--- src/rtl/hp_tcam_pkg.sv ---
package hp_tcam_pkg;
    typedef enum logic [0:0] {
        WR_IDLE = 1'b0,
        WR_WALK = 1'b1
    } wr_state_e;
endpackage

--- src/rtl/hp_tcam_layer.sv ---
module hp_tcam_layer #(
    parameter int SUBW  = 2,
    parameter int NSUB  = 3,
    parameter int DEPTH = 4
) (
    input  logic                     clk,
    input  logic                     rst_n,
    input  logic [NSUB*SUBW-1:0]     key,
    input  logic                     we,
    input  logic [SUBW-1:0]          wr_row,
    input  logic [$clog2(DEPTH)-1:0] wr_bit,
    input  logic [NSUB-1:0]          wr_set,
    output logic                     hit,
    output logic [$clog2(DEPTH)-1:0] hit_idx
);
    localparam int ROWS  = 1 << SUBW;
    localparam int LOC_W = $clog2(DEPTH);

    logic [NSUB-1:0][DEPTH-1:0] rd_row;
    logic [DEPTH-1:0]           and_vec;

    for (genvar u = 0; u < NSUB; u++) begin : g_unit
        logic [DEPTH-1:0] rows_q [ROWS];

        always_ff @(posedge clk) begin
            if (!rst_n) begin
                for (int r = 0; r < ROWS; r++) begin
                    rows_q[r] <= '0;
                end
            end else if (we) begin
                rows_q[wr_row][wr_bit] <= wr_set[u];
            end
        end

        assign rd_row[u] = rows_q[key[u*SUBW +: SUBW]];
    end

    always_comb begin
        and_vec = '1;
        for (int u = 0; u < NSUB; u++) begin
            and_vec = and_vec & rd_row[u];
        end
    end

    // Lowest local index wins
    always_comb begin
        hit     = 1'b0;
        hit_idx = '0;
        for (int i = DEPTH - 1; i >= 0; i--) begin
            if (and_vec[i]) begin
                hit     = 1'b1;
                hit_idx = LOC_W'(i);
            end
        end
    end

    assert_hit_has_bit_R5: assert property (@(posedge clk) disable iff (!rst_n)
        hit |-> and_vec[hit_idx]);
    assert_miss_empty_R6: assert property (@(posedge clk) disable iff (!rst_n)
        !hit |-> (and_vec == '0));
endmodule

--- src/rtl/hp_tcam_writer.sv ---
module hp_tcam_writer
    import hp_tcam_pkg::*;
#(
    parameter int SUBW   = 2,
    parameter int NSUB   = 3,
    parameter int LAYERS = 2,
    parameter int DEPTH  = 4
) (
    input  logic                              clk,
    input  logic                              rst_n,
    input  logic                              wr_req,
    input  logic [$clog2(LAYERS*DEPTH)-1:0]   wr_index,
    input  logic [NSUB*SUBW-1:0]              wr_value,
    input  logic [NSUB*SUBW-1:0]              wr_care,
    output logic                              busy,
    output logic [LAYERS-1:0]                 layer_we,
    output logic [SUBW-1:0]                   row,
    output logic [$clog2(DEPTH)-1:0]          bit_idx,
    output logic [NSUB-1:0]                   set_vec
);
    localparam int KEY_W = NSUB * SUBW;
    localparam int LAY_W = $clog2(LAYERS);
    localparam int LOC_W = $clog2(DEPTH);
    localparam logic [SUBW-1:0] LAST_ROW = SUBW'((1 << SUBW) - 1);

    wr_state_e        state_q, state_d;
    logic [SUBW-1:0]  row_q;
    logic [LAY_W-1:0] lay_q;
    logic [LOC_W-1:0] loc_q;
    logic [KEY_W-1:0] val_q, care_q;

    // State register and request latches
    always_ff @(posedge clk) begin
        if (!rst_n) begin
            state_q <= WR_IDLE;
            row_q   <= '0;
            lay_q   <= '0;
            loc_q   <= '0;
            val_q   <= '0;
            care_q  <= '0;
        end else begin
            state_q <= state_d;
            if (state_q == WR_IDLE && wr_req) begin
                lay_q  <= LAY_W'(int'(wr_index) / DEPTH);
                loc_q  <= LOC_W'(int'(wr_index) % DEPTH);
                val_q  <= wr_value;
                care_q <= wr_care;
                row_q  <= '0;
            end else if (state_q == WR_WALK) begin
                row_q <= row_q + 1'b1;
            end
        end
    end

    // Next state and outputs
    always_comb begin
        state_d  = state_q;
        busy     = 1'b0;
        layer_we = '0;
        row      = row_q;
        bit_idx  = loc_q;
        for (int u = 0; u < NSUB; u++) begin
            set_vec[u] = ((row_q ^ val_q[u*SUBW +: SUBW]) & care_q[u*SUBW +: SUBW]) == '0;
        end
        unique case (state_q)
            WR_IDLE: begin
                if (wr_req) state_d = WR_WALK;      // start
            end
            WR_WALK: begin
                busy = 1'b1;
                for (int l = 0; l < LAYERS; l++) begin
                    layer_we[l] = (lay_q == LAY_W'(l));
                end
                if (row_q == LAST_ROW) state_d = WR_IDLE;   // done, else step
            end
            default: state_d = WR_IDLE;
        endcase
    end

    assert_busy_from_req_R7: assert property (@(posedge clk) disable iff (!rst_n)
        $rose(busy) |-> $past(wr_req));
    assert_row_advances_R7: assert property (@(posedge clk) disable iff (!rst_n)
        (busy && $past(busy)) |-> (row_q == $past(row_q) + 1'b1));
    assert_request_held_R9: assert property (@(posedge clk) disable iff (!rst_n)
        (busy && $past(busy)) |-> ($stable(val_q) && $stable(care_q) && $stable(lay_q) && $stable(loc_q)));
    assert_one_layer_R10: assert property (@(posedge clk) disable iff (!rst_n)
        $onehot0(layer_we));
endmodule

--- src/rtl/hp_tcam.sv ---
module hp_tcam #(
    parameter int SUBW   = 2,
    parameter int NSUB   = 3,
    parameter int LAYERS = 2,
    parameter int DEPTH  = 4
) (
    input  logic                              clk,
    input  logic                              rst_n,
    input  logic                              search_req,
    input  logic [NSUB*SUBW-1:0]              search_key,
    output logic                              res_valid,
    output logic                              match_found,
    output logic [$clog2(LAYERS*DEPTH)-1:0]   match_addr,
    input  logic                              wr_req,
    input  logic [$clog2(LAYERS*DEPTH)-1:0]   wr_index,
    input  logic [NSUB*SUBW-1:0]              wr_value,
    input  logic [NSUB*SUBW-1:0]              wr_care,
    output logic                              busy
);
    localparam int ENTRY_W = $clog2(LAYERS * DEPTH);
    localparam int LOC_W   = $clog2(DEPTH);

    logic [LAYERS-1:0]            layer_we;
    logic [SUBW-1:0]              wr_row;
    logic [LOC_W-1:0]             wr_bit;
    logic [NSUB-1:0]              wr_set;
    logic [LAYERS-1:0]            lay_hit;
    logic [LAYERS-1:0][LOC_W-1:0] lay_idx;
    logic                         any_hit;
    logic [ENTRY_W-1:0]           sel_addr;

    hp_tcam_writer #(.SUBW(SUBW), .NSUB(NSUB), .LAYERS(LAYERS), .DEPTH(DEPTH)) u_writer (
        .clk(clk), .rst_n(rst_n), .wr_req(wr_req), .wr_index(wr_index),
        .wr_value(wr_value), .wr_care(wr_care), .busy(busy),
        .layer_we(layer_we), .row(wr_row), .bit_idx(wr_bit), .set_vec(wr_set)
    );

    for (genvar l = 0; l < LAYERS; l++) begin : g_layer
        hp_tcam_layer #(.SUBW(SUBW), .NSUB(NSUB), .DEPTH(DEPTH)) u_layer (
            .clk(clk), .rst_n(rst_n), .key(search_key), .we(layer_we[l]),
            .wr_row(wr_row), .wr_bit(wr_bit), .wr_set(wr_set),
            .hit(lay_hit[l]), .hit_idx(lay_idx[l])
        );
    end

    // Cross-layer encoder: lowest layer wins
    always_comb begin
        any_hit  = 1'b0;
        sel_addr = '0;
        for (int l = LAYERS - 1; l >= 0; l--) begin
            if (lay_hit[l]) begin
                any_hit  = 1'b1;
                sel_addr = ENTRY_W'(l * DEPTH) + ENTRY_W'(lay_idx[l]);
            end
        end
    end

    always_ff @(posedge clk) begin
        if (!rst_n) begin
            res_valid   <= 1'b0;
            match_found <= 1'b0;
            match_addr  <= '0;
        end else begin
            res_valid   <= search_req && !busy;
            match_found <= search_req && !busy && any_hit;
            match_addr  <= (search_req && !busy) ? sel_addr : '0;
        end
    end

    assert_result_source_R8: assert property (@(posedge clk) disable iff (!rst_n)
        res_valid |-> $past(search_req && !busy));
    assert_miss_addr_zero_R6: assert property (@(posedge clk) disable iff (!rst_n)
        !match_found |-> (match_addr == '0));
    assert_found_needs_valid_R2: assert property (@(posedge clk) disable iff (!rst_n)
        match_found |-> res_valid);
endmodule

--- config.mk ---
export PLATFORM = sky130hd
export DESIGN_NAME = hp_tcam
export DESIGN_NICKNAME = d
export VERILOG_FILES = /design/src/rtl/hp_tcam_pkg.sv /design/src/rtl/hp_tcam_layer.sv /design/src/rtl/hp_tcam_writer.sv /design/src/rtl/hp_tcam.sv
export SDC_FILE = /design/constraint.sdc
export NUM_CORES = 1
export LEC_CHECK = 0
export ABC_AREA = 1
export BUFFER_PORTS_ARGS = -buffer_cell sky130_fd_sc_hd__buf_4
export CAP_MARGIN = 20
export CORE_ASPECT_RATIO = 0.9
export CORE_MARGIN = 2
export CORE_UTILIZATION = 45
export CTS_CLUSTER_DIAMETER = 100
export DETAILED_ROUTE_END_ITERATION = 8
export SYNTH_ARGS = -nofsm -noshare
export SYNTH_HDL_FRONTEND = slang
export SYNTH_SLANG_ARGS = --single-unit
--- constraint.sdc ---
create_clock -name clk -period 3.1 [get_ports clk]
set_input_delay 0.31 -clock clk [delete_from_list [all_inputs] [get_ports clk]]
set_output_delay 0.31 -clock clk [all_outputs]
set_load 0.02 [all_outputs]
==> results.txt <==
----------------------------------------------------
[Logic synthesis]
  Mapped Nets ... 686
  Count of flip-flops with a built-in enable after synthesis ... 96
  Syn Std Cell Area ... 5689 sq um
  Share of synthesized flip-flops with an asynchronous set or reset ... 0%
  Count of different cell masters after synthesis ... 29
  Most common flop cell mapped by yosys ... sky130_fd_sc_hd__edfxtp_1
  Number of standard cells after synthesis ... 660
  Count of synthesis-stage warnings from yosys ... 0
  Flops & latches, synth ... 119
  Sequential-to-total area share from yosys stat ... 58.76%
  Average footprint of a synthesized cell ... 8.620 sq um

[Timing]
  Setup repair after global routing missed its margin ... no
  Max-slew headroom ... 63.47%
  Slew Viols, Final ... 0
  Achievable frequency ... 533.7 MHz
  Setup WS post-layout ... 1.226 ns
  Total setup violations reported at the end of the flow ... 0
  Setup tns final ... 0 ns
  Ratio of final minimum period to clock period ... 60.45%
  Clock period minus final worst setup slack ... 1.874 ns
  Worst-Margin Slew ... 0.5460 ns
  Hold violation total from the final report ... 0
  Post-route worst hold slack ... 0.1495 ns
  Clk_skew ... 0.006718 ns

[Global route]
  Global route overflow ... 0
  Global-route wire length before repair ... 22.60 mm
  Met3 track utilization from global routing ... 5.658%
  Layer carrying the most global-route usage ... met2
  Via count of the first global-routing pass ... 4,280
  Largest net degree at the start of global routing ... 39
  Met2 track demand over resource ... 33.22%
  Fraction of met1 tracks used by global routing ... 32.14%
  Global-route usage over all layers ... 22.44%
  Number of antenna violations at the first check in global routing ... 0

[Setup path]
  Top Family by Delay on Critical Path ... simple AND/OR/NAND/NOR gates
  Critical path, cell by cell ... nand2_2 > nor2_4 > inv_2 > nor2_1 > inv_2 > nor2_1
  Worst Setup SP ... u_writer.state_q
  Critical path launch point type ... register
  Setup CP Type ... reg -> reg
  Worst path max stage delay ... 0.45 ns
  Peak fanout along the critical path ... 12
  Worst reg2reg setup slack ... 1.23 ns
  CP arrival ... 2.13 ns
  Worst setup EP type ... register
  Crit-path slowest cell ... sky130_fd_sc_hd__nor2_1
  Data required time of the worst path ... 3.36 ns
  Buffers plus inverters on the worst setup path ... 2
  Launch instance of the worst register-to-register path ... u_writer.state_q

[Floorplan]
  Die X ... 122.5 um
  Core Rows ... 38
  Die Outline Area ... 13,560 sq um
  Area inside the core boundary ... 12,220 sq um
  Initial Utilization ... 46.56%
  Die height ... 110.7 um
  I/O Pins ... 31

[Placement]
  Port Buf Inserts ... 30
  Weighted congestion reported at the end of routability-driven placement ... 0.8584
  Inst Count DP ... 827
  Minimum setup slack after placement ... 1.133 ns
  Detailed-placement wirelength estimate ... 9.766 mm
  Area after DPL ... 5942 sq um

[Power]
  Reg power frac ... 42.6%
  Clock Power Share ... 49.1%
  Power per cell area ... 658.6 nW/um^2
  Switch Pwr ... 0.9803 mW
  Design internal power ... 3.358 mW
  Post-layout total power ... 4.339 mW
  Leakage ... 2.827 nW
  Share of total power in combinational logic ... 8.3%
  Worst vdd ir ... 0.3855 mV
  Sw Ratio ... 22.60%

[Cells and area]
  Diodes inserted ... 0
  Relative area change from synthesis to final layout ... 15.79%
  Fraction of layout instances using a drive strength above 1 ... 12.16%
  Utilization after layout ... 53.91%
  Cell area after layout ... 6588 sq um
  Finished Layout Cells ... 859
  Number of nets at the end of the flow ... 712

[Clock network]
  TritonCTS clock tree ... done
  Maximum level of the CTS H-tree ... 4
  Clk Latency, worst-skew pair ... 0.42 ns
  Clock buffer depth ... 2
  Post-cts resize count ... 0
  Post-CTS setup-driven buffer insertion count ... 0
  Number of sinks handled by clock tree synthesis ... 119
  Clock root cell ... sky130_fd_sc_hd__clkbuf_16
  Clock transition at path regs ... 0.06 ns
  Number of buffers created by CTS ... 17
  Hold buffer count at CTS ... 0

[Drt]
  Starting DRT DRC Count ... 483
  Length of the first detailed-routing pass in iterations ... 5
  DRC violations left ... 0
  Sum of routed wire length over all layers ... 14.05 mm
  Number of nets with antenna violations after detailed routing ... 0
  Detailed-route vias per instance ... 5.128
  Vias post-DR ... 4,405
  Drt wl/cell ... 16.35 um

[Worst hold path]
  Class of the tightest hold or removal check ... in -> reg
  Source of the worst hold timing path ... wr_value[0]

[Status]
  Outcome ... finished clean

[Run]
  Max_cap viols ... 0

----------------------------------------------------
-- synth_stat cells (3+ instances only) --
cell / number / area [sq um]
sky130_fd_sc_hd__buf_6: 10 / 112.6
sky130_fd_sc_hd__o21ai_0: 35 / 175.2
sky130_fd_sc_hd__edfxtp_1: 96 / 2883
sky130_fd_sc_hd__o22ai_1: 6 / 37.54
sky130_fd_sc_hd__inv_2: 9 / 33.78
sky130_fd_sc_hd__nor2_4: 3 / 33.78
sky130_fd_sc_hd__nand3_1: 36 / 180.2
sky130_fd_sc_hd__nor2_1: 117 / 439.2
sky130_fd_sc_hd__buf_2: 9 / 45.04
sky130_fd_sc_hd__nand2_1: 180 / 675.7
sky130_fd_sc_hd__clkbuf_1: 4 / 15.01
sky130_fd_sc_hd__inv_1: 94 / 352.8
sky130_fd_sc_hd__a21oi_1: 18 / 90.09
sky130_fd_sc_hd__dfxtp_1: 23 / 460.4
-- power groups by stage --
stage          Sequential (mW)  Clock, mW  Combinational [mW]
6_report                  1.85       2.13               0.362
3_3_place_gp              1.88          0               0.354
3_5_place_dp              1.88          0               0.357
4_1_cts                   1.85       2.16               0.360
2_1_floorplan             1.87          0               0.249
5_1_grt                   1.86       2.22               0.406
-- per-layer routing --
layer,routed length (um),vias up
met4,117,0
met1,6540,2076
li1,-,2141
met2,6257,179
met5,0,-
met3,1130,9
-- path summary, 6_finish.rpt --
check,endpoint,cells after the start
setup / recovery,g_layer[1].u_layer.g_unit[0].rows_q[2][3],6
hold / removal,u_writer.val_q[0],3
setup reg to reg,g_layer[1].u_layer.g_unit[0].rows_q[2][3],6
hold reg to reg,u_writer.care_q[0],2
-- sequential cells by signal (all words and copies together) (netlist names) --
register and flops:
u_writer.row 2, u_writer.val_q 6, u_writer.lay_q 1, g_layer.u_layer.g_unit.rows_q 96, match_addr 3, u_writer.bit_idx 2, res_valid 1, match_found 1
u_writer.state_q 1, u_writer.care_q 6
-- final cells by class --
cell class              instances  area, sq um
flip-flops and latches        119         3343
clock inverters                13        202.7
clock buffers                  19        442.9
well taps                     160        200.2
fillers                      1138         5632
multi-input cells             412         1764
inverters                     105        401.6
repair buffers                 31        232.7
-- cells by family (layout without fill, tap and decap cells) --
logic type	after synthesis	after routing	synth area share (%)
compound gates	66	66	6.202
simple gates	345	345	24.59
fa+ha+maj	1	1	0.2199
buf+inv	129	168	10.23
flops	119	119	58.76
-- cell usage in the layout, fill, tap and decap left out, drive strengths merged, types with 3 or more instances in the layout --
cell type,netlist,layout
edfxtp,96,96
nor2,121,121
bufinv,0,5
nand3,38,38
buf,20,31
o21ai,39,39
nand2,183,183
inv,105,105
dfxtp,23,23
o22ai,6,6
clkbuf,4,19
clkinv,0,3
a21oi,19,19
clkinvlp,0,5
-- worst min-delay path, cell delays in order --
cell and delay, ns:
sky130_fd_sc_hd__buf_4 0.07, sky130_fd_sc_hd__inv_1 0.02, sky130_fd_sc_hd__o21ai_0 0.12
Power figures use the tool's default switching activity.
